**src/rtl/blp_pkg.sv**
```systemverilog
package blp_pkg;

  // Per-stage side information carried beside each data word
  typedef struct packed {
    logic live;   // stage holds a word captured since the last restart
    logic blank;  // word was marked for blanking at entry
  } slot_tag_t;

endpackage

```
**src/rtl/blp_restart_ctl.sv**
```systemverilog
module blp_restart_ctl (
  input  logic clk,
  input  logic rst_n,
  input  logic lat_long,
  input  logic standby,
  output logic mode_q,
  output logic flush,
  output logic entry_live
);

  // Latency in force; compared against the pin to detect a change
  always_ff @(posedge clk or negedge rst_n) begin
    if (!rst_n) mode_q <= 1'b1;
    else        mode_q <= lat_long;
  end

  // Any standby edge or latency change discards words in flight
  always_comb begin
    flush      = standby | (lat_long != mode_q);
    entry_live = ~standby;
  end

endmodule

```
**src/rtl/blp_delay_line.sv**
```systemverilog
module blp_delay_line
  import blp_pkg::*;
#(
  parameter int W     = 12,
  parameter int LAT_S = 9,
  parameter int LAT_L = 11
) (
  input  logic         clk,
  input  logic         rst_n,
  input  logic         flush,
  input  logic         in_live,
  input  logic         in_blank,
  input  logic [W-1:0] in_data,
  output slot_tag_t    tap_s_tag,
  output logic [W-1:0] tap_s_data,
  output slot_tag_t    tap_l_tag,
  output logic [W-1:0] tap_l_data
);

  localparam int DEPTH = LAT_L;

  slot_tag_t    tag_q [DEPTH];
  logic [W-1:0] dat_q [DEPTH];
  logic [DEPTH-1:0] live_vec;

  always_ff @(posedge clk or negedge rst_n) begin
    if (!rst_n) begin
      for (int i = 0; i < DEPTH; i++) begin
        tag_q[i] <= '0;
        dat_q[i] <= '0;
      end
    end else begin
      tag_q[0] <= '{live: in_live, blank: in_blank};
      dat_q[0] <= in_data;
      for (int i = 1; i < DEPTH; i++) begin
        tag_q[i].live  <= tag_q[i-1].live & ~flush;
        tag_q[i].blank <= tag_q[i-1].blank;
        dat_q[i]       <= dat_q[i-1];
      end
    end
  end

  always_comb begin
    for (int i = 0; i < DEPTH; i++) live_vec[i] = tag_q[i].live;
  end

  assign tap_s_tag  = tag_q[LAT_S-1];
  assign tap_s_data = dat_q[LAT_S-1];
  assign tap_l_tag  = tag_q[LAT_L-1];
  assign tap_l_data = dat_q[LAT_L-1];

  // a flush leaves no live word beyond the entry stage
  p_flush_clears_r7: assert property (@(posedge clk) disable iff (!rst_n)
    flush |=> (live_vec[DEPTH-1:1] == '0));

  // the blank mark moves exactly one stage per edge
  for (genvar g = 1; g < DEPTH; g++) begin : g_chk
    p_blank_shift_r3: assert property (@(posedge clk) disable iff (!rst_n)
      tag_q[g].blank == $past(tag_q[g-1].blank));
  end

endmodule

```
**src/rtl/blp_tap_select.sv**
```systemverilog
module blp_tap_select
  import blp_pkg::*;
#(
  parameter int W = 12
) (
  input  logic         use_long,
  input  slot_tag_t    s_tag,
  input  logic [W-1:0] s_data,
  input  slot_tag_t    l_tag,
  input  logic [W-1:0] l_data,
  output slot_tag_t    o_tag,
  output logic [W-1:0] o_data
);

  always_comb begin
    if (use_long) begin
      o_tag  = l_tag;
      o_data = l_data;
    end else begin
      o_tag  = s_tag;
      o_data = s_data;
    end
  end

endmodule

```
**src/rtl/blank_latency_pipe.sv**
```systemverilog
module blank_latency_pipe
  import blp_pkg::*;
#(
  parameter int DATA_W = 12,
  parameter int LAT_S  = 9,
  parameter int LAT_L  = 11
) (
  input  logic              clk,
  input  logic              rst_n,
  input  logic [DATA_W-1:0] din,
  input  logic              blank_n,
  input  logic              lat_long,
  input  logic              standby,
  output logic [DATA_W-1:0] dout
);

  logic mode_q, flush, entry_live;
  slot_tag_t         s_tag, l_tag, o_tag;
  logic [DATA_W-1:0] s_data, l_data, o_data;

  blp_restart_ctl u_ctl (
    .clk        (clk),
    .rst_n      (rst_n),
    .lat_long   (lat_long),
    .standby    (standby),
    .mode_q     (mode_q),
    .flush      (flush),
    .entry_live (entry_live)
  );

  blp_delay_line #(.W(DATA_W), .LAT_S(LAT_S), .LAT_L(LAT_L)) u_line (
    .clk        (clk),
    .rst_n      (rst_n),
    .flush      (flush),
    .in_live    (entry_live),
    .in_blank   (~blank_n),
    .in_data    (din),
    .tap_s_tag  (s_tag),
    .tap_s_data (s_data),
    .tap_l_tag  (l_tag),
    .tap_l_data (l_data)
  );

  blp_tap_select #(.W(DATA_W)) u_sel (
    .use_long (mode_q),
    .s_tag    (s_tag),
    .s_data   (s_data),
    .l_tag    (l_tag),
    .l_data   (l_data),
    .o_tag    (o_tag),
    .o_data   (o_data)
  );

  // Standby acts without a clock edge; blank and refill come from the tag
  always_comb begin
    if (standby || !o_tag.live || o_tag.blank) dout = '0;
    else                                       dout = o_data;
  end

  // a latency change seen at an edge leaves the output dark afterwards
  p_mode_change_dark_r7: assert property (@(posedge clk) disable iff (!rst_n)
    (lat_long != mode_q) |=> (dout == '0));

  // an edge in standby leaves nothing live at the selected tap
  p_standby_empties_r5: assert property (@(posedge clk) disable iff (!rst_n)
    standby |=> !o_tag.live);

endmodule

```
**config.mk**
```make
export PLATFORM = sky130hd
export DESIGN_NAME = blank_latency_pipe
export DESIGN_NICKNAME = d
export VERILOG_FILES = /design/src/rtl/blp_pkg.sv /design/src/rtl/blp_restart_ctl.sv /design/src/rtl/blp_delay_line.sv /design/src/rtl/blp_tap_select.sv /design/src/rtl/blank_latency_pipe.sv
export SDC_FILE = /design/constraint.sdc
export NUM_CORES = 1
export LEC_CHECK = 0
export ABC_CLOCK_PERIOD_IN_PS = 1950
export CAP_MARGIN = 20
export CORE_MARGIN = 3
export CORE_UTILIZATION = 43
export CTS_BUF_LIST = sky130_fd_sc_hd__clkbuf_8
export CTS_CLUSTER_SIZE = 25
export DETAILED_ROUTE_END_ITERATION = 16
export GPL_ROUTABILITY_DRIVEN = 1
export PLACE_DENSITY = 0.59
export SKIP_CTS_REPAIR_TIMING = 1
export SYNTH_ARGS = -nofsm -noshare
export SYNTH_HDL_FRONTEND = slang
export SYNTH_SLANG_ARGS = --single-unit
```
**constraint.sdc**
```tcl
create_clock -name clk -period 1.95 [get_ports clk]
set_input_delay 0.39 -clock clk [delete_from_list [all_inputs] [get_ports clk]]
set_output_delay 0.39 -clock clk [all_outputs]
set_load 0.02 [all_outputs]
```
==> results.py <==
metrics = {
    "logic_synthesis": {
        "synth_nets": 216,
        "ys_warn_count": 0,
        "synth.most_common_cell": "dfrtp_1",
        "ys_seq_area_frac": 0.921,
        "synth_area_leaders": "dfrtp_1, mux2i_1, nor3b_1, a21oi_1, dfstp_2",
        "synthCells": 199,
        "ys_top_cells_by_count": "dfrtp_1, a21oi_1, mux2i_1, nor3b_1",
        "async_flop_share": 1.00,
        "synth_top_area_share": 0.915,
        "yosysTopAreaCell": "dfrtp_1",
        "netlist_area_sq_mm": 0.00421,
        "synth_cell_types": 13,
        "synth_seq_cells": 155,
        "avgSynthCellArea_sq_um": 21.2,
        "synth_enable_flop_cells": 0,
        "synth_top_flop_cell": "dfrtp_1",
    },
    "power": {
        "sequentialPowerShare": 0.603,
        "switching_power_mw": 1.28,
        "p_sw_frac": 0.226,
        "power.density_mw_per_mm2": 1090,
        "leakagePower_nw": 2.34,
        "ir_worst_vdd_uv": 463,
        "pwr-share-comb": 0.028,
        "clockPowerShare": 0.369,
        "p_int_mw": 4.37,
        "finalPower_mw": 5.65,
    },
    "worst_setup_path": {
        "crit_path_start_kind": "register",
        "cp-end-kind": "output port",
        "arrival_ps": 1780,
        "timing.critical_path.required_ps": 1560,
        "crit_type": "reg2out",
        "cp-startpoint": "u_line.tap_s_tag[0]",
        "rr_startpoint": "u_ctl.mode_q",
        "path_max_fanout": 6,
    },
    "clocking": {
        "clkSlewWorstSetupHoldPaths_ps": 80,
        "cts_tree": "done",
        "clock-root-buffer": "clkbuf_8",
        "cts_buffers": 17,
        "clockBufferDepth": 2,
        "numClockSinks": 155,
        "htreeDepth": 4,
        "clk_latency_ps": 420,
    },
    "timing": {
        "setup_ws_ps": -224,
        "tightest_slew_ps": 670,
        "finalHoldViolations": 0,
        "rsz0062_at_grt": "true",
        "finalMaxSlewViolations": 0,
        "slew_headroom": 0.552,
        "period_needed_ps": 2170,
        "setup_tns_ps": -2270,
        "setup_violations": 12,
        "fin_skew_ps": 13.7,
        "timing.hold.ws_ps": 347,
        "fmax_mhz": 460,
        "finalCritPeriodShare": 1.11,
    },
    "routing": {
        "drcViolationCount": 0,
        "wire_per_inst_microns": 11.8,
        "dr.pass1.iters": 3,
        "viasPerCell": 4.20,
        "drt_first_iter_violations": 22,
        "wirelength_microns": 4690,
        "vias": 1664,
        "final_antenna_net_count": 0,
    },
    "global_routing": {
        "grt_max_degree": 57,
        "grt_pass1_vias": 1682,
        "gr-total-overflow": 0,
        "antenna_found_initial": 0,
        "track_usage": 0.0912,
        "grt_pass1_wl_microns": 7610,
    },
    "layout": {
        "drive_gt1_frac": 0.277,
        "fin_util": 0.554,
        "nNetsFinal": 271,
        "multi_input_area_sq_um": 375,
        "regArea_sq_mm": 0.00388,
        "fin_area_sq_mm": 0.00519,
        "final_cells": 396,
        "syn2layout_area_growth_pct": 23.3,
        "fillCellCount": 734,
        "insertedDiodeCount": 0,
    },
    "place": {
        "dp_slack_ps": -658,
        "numPortBuffers": 28,
        "dpl-instance-area_sq_mm": 0.00472,
        "hpwl_microns": 2580,
        "gp_congestion": 0.665,
        "dp.cells": 361,
    },
    "die": {
        "die_x_microns": 105,
        "die_h_microns": 105,
        "pin_count": 29,
        "row_count": 35,
        "dieArea_sq_mm": 0.0110,
        "start_util": 0.449,
        "core-area_sq_mm": 0.00937,
    },
    "run_status": {
        "failed_checks": "negative setup slack",
        "status": "complete, but fails checks",
    },
    "run": {
        "maxCapViolCount": 0,
    },
    "hold_path": {
        "min_from": "u_line.dat_q[36]",
        "holdCritPathClass": "reg2reg",
    },
}
placed cells by master, fill, tap and decap left out:
cell and n:
clkinvlp_4 4, or4b_4 2, clkbuf_8 18, buf_12 3, inv_6 3, dlymetal6s2s_1 1, clkdlybuf4s50_1 14, xor2_1 1
inv_1 3, buf_4 14, a21oi_2 12, dlygate4sd3_1 1, mux2i_1 9, dfstp_2 1, dfrtp_1 154, clkinv_2 1
mux2i_2 3, clkinv_4 3, nor3b_1 10, buf_6 7, inv_8 2, nand4bb_4 1
worst paths after layout:
path / end / slack (ps) / cells past startpoint
setup / recovery: dout[0] / -220 / 3
hold / removal: u_line.tap_s_data[0] / 350 / 0
setup reg to reg: u_line.live_vec[1] / 200 / 5
hold reg to reg: u_line.tap_s_data[0] / 350 / 0
max in group asynchronous: u_line.tap_l_data[4] / 850 / 3
min in group asynchronous: u_line.tap_l_tag[1] / 490 / 2
power groups by stage:
stage                     Sequential, mW  Combinational [mW]  Clock (mW)
after CTS                           3.41               0.151        2.17
final                               3.41               0.159        2.08
after detailed placement            3.47               0.150           0
after floorplan                     3.46              0.0341           0
after global routing                3.43               0.182        2.31
after global placement              3.46               0.145           0
routing by layer:
layer  wire (microns)  track usage
met4               52       0.0422
met2             2490        0.138
met1             1910        0.105
met3              247       0.0519
met5                0            0
registers in the layout, indices dropped and copies added, names as in the netlist:
register	cells
u_ctl.mode_q	1
u_line.dat_q	108
u_line.live_vec	9
u_line.tag_q	9
u_line.tap_l_data	12
u_line.tap_l_tag	2
u_line.tap_s_data	12
u_line.tap_s_tag	2
area by class of cell:
class,count,area share
multi-input cells,38,0.0723
inverters,2,0.00145
repair buffers,40,0.0783
clock inverters,14,0.0219
well taps,129,0.0311
flip-flops and latches,155,0.747
clock buffers,18,0.0477
worst max-delay path, stage by stage, from the launching register on:
cell,delay (ps)
dfrtp_1,430
or4b_4,630
a21oi_2,150
buf_4,150
cell families after synthesis:
kind of cell / synth area share
DFF: 0.921
AOI/OAI and AO/OA: 0.0143
muxes: 0.0285
and+or+nand+nor: 0.0238
buffers and inverters: 0.0101
xor gates and xnor gates: 0.00208
(Power assumes the default switching activity.)
